### config.mk
export PLATFORM = sky130hd
export DESIGN_NAME = bitstream_feeder
export DESIGN_NICKNAME = d
export VERILOG_FILES = /design/src/rtl/bitstream_feeder.sv
export SDC_FILE = /design/constraint.sdc
export NUM_CORES = 1
export LEC_CHECK = 0
export BUFFER_PORTS_ARGS = -buffer_cell sky130_fd_sc_hd__buf_2
export CAP_MARGIN = 20
export CORE_MARGIN = 3
export CORE_UTILIZATION = 30
export CTS_CLUSTER_SIZE = 20
export DETAILED_ROUTE_END_ITERATION = 7
export HOLD_SLACK_MARGIN = 0.02
export PLACE_DENSITY = 0.59
export SLEW_MARGIN = 20
export SYNTH_ARGS = -nofsm -noshare
export SYNTH_HDL_FRONTEND = slang
export SYNTH_SLANG_ARGS = --single-unit
### constraint.sdc
create_clock -name clk -period 2.42 [get_ports clk]
set_clock_uncertainty 0.2 [all_clocks]
set_input_delay 0.121 -clock clk [delete_from_list [all_inputs] [get_ports clk]]
set_output_delay 0.121 -clock clk [all_outputs]
set_load 0.005 [all_outputs]
### src/rtl/bitstream_feeder.sv
module bitstream_feeder #(
  parameter int ADDR_W = 4,
  parameter int DEPTH  = 12
) (
  input  logic              clk,
  input  logic              rst_n,
  input  logic              play_btn,
  input  logic              stop_btn,
  input  logic              data_req,
  input  logic [7:0]        rom_data,
  output logic [ADDR_W-1:0] rom_addr,
  output logic              sdata,
  output logic              sclk,
  output logic              playing,
  output logic              paused
);

  localparam logic [ADDR_W-1:0] LAST = ADDR_W'(DEPTH - 1);

  typedef enum logic [2:0] {S_IDLE, S_PLAY, S_WAIT, S_PAUSE, S_STOP} state_t;

  state_t      state, state_nx;
  logic        play_q, stop_q;
  logic        phase;
  logic [2:0]  bit_idx;
  logic [ADDR_W-1:0] addr;

  wire play_p = play_btn & ~play_q;
  wire stop_p = stop_btn & ~stop_q;
  wire live   = (state == S_PLAY) || (state == S_WAIT) || (state == S_PAUSE);
  wire en     = (state == S_PLAY) & data_req & ~stop_p & ~play_p;
  wire byte_end = en & phase & (bit_idx == 3'd7);
  wire last_end = byte_end & (addr == LAST);

  always_comb begin
    state_nx = state;
    case (state)
      S_IDLE, S_STOP: state_nx = (play_p && !stop_p) ? S_PLAY : S_IDLE;
      S_PLAY: begin
        if (stop_p)         state_nx = S_STOP;
        else if (play_p)    state_nx = S_PAUSE;
        else if (last_end)  state_nx = S_IDLE;
        else if (!data_req) state_nx = S_WAIT;
      end
      S_WAIT: begin
        if (stop_p)        state_nx = S_STOP;
        else if (play_p)   state_nx = S_PAUSE;
        else if (data_req) state_nx = S_PLAY;
      end
      S_PAUSE: begin
        if (stop_p)      state_nx = S_STOP;
        else if (play_p) state_nx = S_PLAY;
      end
      default: state_nx = S_IDLE;
    endcase
  end

  always_ff @(posedge clk) begin
    if (!rst_n) begin
      state  <= S_IDLE;
      play_q <= 1'b0;
      stop_q <= 1'b0;
    end else begin
      state  <= state_nx;
      play_q <= play_btn;
      stop_q <= stop_btn;
    end
  end

  always_ff @(posedge clk) begin
    if (!rst_n || (stop_p && live)) begin
      phase   <= 1'b0;
      bit_idx <= 3'd0;
      addr    <= '0;
    end else if (en) begin
      phase <= ~phase;
      if (phase) begin
        bit_idx <= bit_idx + 3'd1;
        if (bit_idx == 3'd7)
          addr <= (addr == LAST) ? '0 : addr + ADDR_W'(1);
      end
    end
  end

  assign rom_addr = addr;
  assign sclk     = phase;
  assign sdata    = live & rom_data[~bit_idx];
  assign playing  = (state == S_PLAY) || (state == S_WAIT);
  assign paused   = (state == S_PAUSE);

endmodule

==> impl_summary.log <==
[metrics] peak per-stage delay on the critical path: between 400 and 500 ps
[metrics] Clock Root Buffer: sky130_fd_sc_hd__clkbuf_4
[metrics] clock latency on the worst-skew pair: about 270 ps
[metrics] register bit count reported by yosys: 13
[metrics] dpl cell area: 836 um2
[metrics] list of cells traversed by the critical path: ha_1, ha_1, nand2_1, nand4b_1, or3b_1, a21oi_1
[metrics] Mapped Area: around 740 um2
[metrics] most frequently used cell type in the post-synthesis netlist: sky130_fd_sc_hd__dfxtp_1
[metrics] initial cell density of the core: between 30% and 40%
[metrics] LEAKAGE: about 0.38 nW
[metrics] fraction of final layout cells sized beyond drive strength 1: about a quarter
[metrics] # H-tree levels: 1
[metrics] number of max-slew violations in the final report: 0
[metrics] maximum number of pins on one net before global-route repair: 10
[metrics] Max Fclk: a little over 500 MHz
[metrics] Final period util: 79.7%
[metrics] Warnings, synthesis: 0
[metrics] Reg clk slew, reported paths: about 90 ps
[metrics] count of filler cells inserted in the layout: ~220
[metrics] crit-path most repeated cell: sky130_fd_sc_hd__ha_1
[metrics] I/O Pins: 21
[metrics] share of Yosys cell area claimed by the top area cell type: approximately a third
[metrics] Total Power Consumption: 0.407 mW
[metrics] initial antenna violation count: 0
[metrics] setup repair bufs after CTS: 0
[metrics] average vias per placed instance: about 5.0
[metrics] Placed Cells: 124
[metrics] final non-filler cell total: between 100 and 150
[metrics] global-route wire length before repair: 2.68 mm
[metrics] Tightest Pin Transition: roughly 630 ps
[metrics] PnR worst setup slack: ~490 ps
[metrics] total negative slack: 0 ps
[metrics] nature of the critical path startpoint: register
[metrics] Min-Delay Path Class: input port to register
[metrics] CP Max Fanout: 5
[metrics] most area-consuming cells after synthesis: sky130_fd_sc_hd__dfxtp_1 (35%), sky130_fd_sc_hd__mux4_2 (6.1%), sky130_fd_sc_hd__ha_1 (5.1%)
[metrics] maximum capacitance violations: 0
[metrics] antenna diode count: 0
[metrics] mean instance size in the synthesized netlist: about 9.1 um2
[metrics] endpoint type of the worst setup path: register
[metrics] area of the die: between 3000 and 4000 um2
[metrics] register area share after synthesis: between 30% and 40%
[metrics] number of routed nets with antenna violations: 0
[metrics] design area: 912 um2
[metrics] result of the run: finished, final reports clean
[metrics] setup repair after global routing missed its margin: no
[metrics] DIE WIDTH: about 56 um
[metrics] synthesized netlist net count: 97
[metrics] drt first pass iters: 4
[metrics] Clock Sinks: 13
[metrics] setup slack after placement: 516 ps
[metrics] critical path arrival: around 1900 ps
[metrics] buffer levels on the longest clock path: 2
[metrics] TritonCTS clock tree: built
[metrics] largest vdd supply drop: roughly 0.20 mV
[metrics] most numerous cell types in the synthesized netlist: sky130_fd_sc_hd__dfxtp_1 (13), sky130_fd_sc_hd__nand2_1 (8), sky130_fd_sc_hd__nor2_1 (7)
[metrics] library cell contributing the largest single delay on the critical path: sky130_fd_sc_hd__dfxtp_1
[metrics] Post-synth EDFFs: 0
[metrics] setup violation total in the final timing report: 0
[metrics] layout overhead on the synthesized area: 23.8%
[metrics] largest area contributor in the synthesized netlist: sky130_fd_sc_hd__dfxtp_1
[metrics] Yosys cell types: 33
[metrics] share of async-settable or async-resettable flops after synthesis: 0%
[metrics] Post-Route WL: approximately 1.6 mm
[metrics] vias post-DR: roughly 670
[metrics] Max transition margin: between 50% and 60%
[metrics] CTS Buf Count: 3
[metrics] pwr dens: around 450 nW/um2
[metrics] count of input and output buffers: 20
[metrics] final routed DRC violation total: 0
[metrics] DRC marker count from the first detailed-route iteration: 13
[metrics] Worst EP required: 2420 ps
[metrics] overflow left after global routing: 0
[metrics] final HPWL from detailed placement: approximately 1.1 mm
[metrics] site row count: 17
[metrics] shortest clock period the worst path allows after layout: ~1900 ps
[metrics] flip-flop cell with the highest count after synthesis: sky130_fd_sc_hd__dfxtp_1
[metrics] CP Class: register to register
[metrics] WL/cell: 11.7 um
[metrics] layout net count: approximately 120
[metrics] core region area: about 2300 um2
[metrics] RePlAce Congestion: 0.798
[metrics] number of global-route vias before repair: ~660
[metrics] Die Y-Extent: 55.6 um
[metrics] global router's overall resource usage: between 10% and 20%
[metrics] number of instances in the synthesized netlist: 81
[metrics] number of hold violations in the final report: 0
final timing paths:
path,to,slack (ps),depth (start not counted),from
min,state[0]$_SDFFE_PN0P_,50,4,data_req
max,rom_addr[0]$_SDFFE_PP0N_,490,6,bit_idx[0]$_SDFFE_PP0P_
min reg2reg,bit_idx[2]$_SDFFE_PP0P_,300,2,bit_idx[2]$_SDFFE_PP0P_
max reg2reg,rom_addr[0]$_SDFFE_PP0N_,490,6,bit_idx[0]$_SDFFE_PP0P_
metal layers:
| metal | global-route usage (%) | part of all wire [%] |
|---|---|---|
| met3 | 3.27 | 7.0 |
| met4 | 4.51 | 0.77 |
| met1 | 12.2 | 45 |
| met2 | 17.7 | 47 |
| met5 | 0 | 0 |
flip-flops by register name, summed over array words and instances, names as in the netlist:
name,count
sclk,1
rom_addr,4
play_q,1
bit_idx,3
stop_q,1
state,3
logic make-up (layout without fill, tap and decap cells):
| kind of cell | count (synthesis) | after routing | share of synthesized area (%) |
|---|---|---|---|
| flip-flops | 13 | 13 | 35.3 |
| adder cells (fa/ha/maj) | 3 | 3 | 5.09 |
| AND/OR/NAND/NOR | 38 | 38 | 28.4 |
| XOR/XNOR | 3 | 3 | 3.57 |
| buffers and inverters | 5 | 29 | 4.92 |
| AO/OA/AOI/OAI | 14 | 14 | 12.6 |
| multiplexers | 5 | 5 | 10.2 |
metrics by stage:
| stage | hold WS [ps] | util, % |
|---|---|---|
| detailed placement | 146 | 36.7 |
| floorplan | 42.7 | - |
| global route | 67.5 | 40.1 |
| CTS | 50.4 | 40.1 |
| finish | 50.4 | 40.1 |
| global placement | 139 | 36.7 |
power by group:
part | internal (mW) | switching [mW] | leakage (nW)
combinational | 0.0267 | 0.0227 | 0.262
clock | 0.0637 | 0.0721 | 0.0150
sequential | 0.218 | 0.00450 | 0.105
placed cells by master (no fill, tap or decap):
master	n
sky130_fd_sc_hd__clkbuf_1	1
sky130_fd_sc_hd__and3_1	1
sky130_fd_sc_hd__o21ai_0	3
sky130_fd_sc_hd__clkbuf_4	3
sky130_fd_sc_hd__a21oi_1	6
sky130_fd_sc_hd__o221ai_1	1
sky130_fd_sc_hd__nand2_1	8
sky130_fd_sc_hd__dfxtp_1	13
sky130_fd_sc_hd__mux2i_1	3
sky130_fd_sc_hd__a311oi_1	1
sky130_fd_sc_hd__nand3_1	5
sky130_fd_sc_hd__xnor2_1	2
sky130_fd_sc_hd__nor3_1	1
sky130_fd_sc_hd__and2_1	2
sky130_fd_sc_hd__nor4b_1	1
sky130_fd_sc_hd__nor3b_1	1
sky130_fd_sc_hd__ha_1	3
sky130_fd_sc_hd__or3_1	1
sky130_fd_sc_hd__nor2b_1	1
sky130_fd_sc_hd__xor2_1	1
sky130_fd_sc_hd__o31ai_2	1
sky130_fd_sc_hd__or4_1	1
sky130_fd_sc_hd__and4bb_1	1
sky130_fd_sc_hd__o2111ai_1	1
sky130_fd_sc_hd__buf_2	20
sky130_fd_sc_hd__o31a_1	1
sky130_fd_sc_hd__mux4_2	2
sky130_fd_sc_hd__or3b_1	1
sky130_fd_sc_hd__dlygate4sd3_1	5
sky130_fd_sc_hd__nand2b_1	4
sky130_fd_sc_hd__nor2_1	7
sky130_fd_sc_hd__nand4_1	2
sky130_fd_sc_hd__nand4b_1	1
critical path, delay by kind of cell (launching register included):
kind | cells | cell delay, ps
fa+ha+maj | 2 | 340
compound gates | 1 | 140
flops | 1 | 440
simple gates | 3 | 750
final cells by class:
class / instances / area [um2] / area share, %
multi-input cells: 63 / 440 / 48.3
repair buffers: 25 / 150 / 16.5
clock buffers: 4 / 26.3 / 2.88
flip-flops and latches: 13 / 260 / 28.5
well taps: 28 / 35.0 / 3.84
what timing repair did:
item / in CTS / in global routing
hold buffers: 5 / 0
hold endpoints to repair: 5 / 0
resized for setup: 0 / 0
No activity file was read; power rests on OpenSTA's default activity.
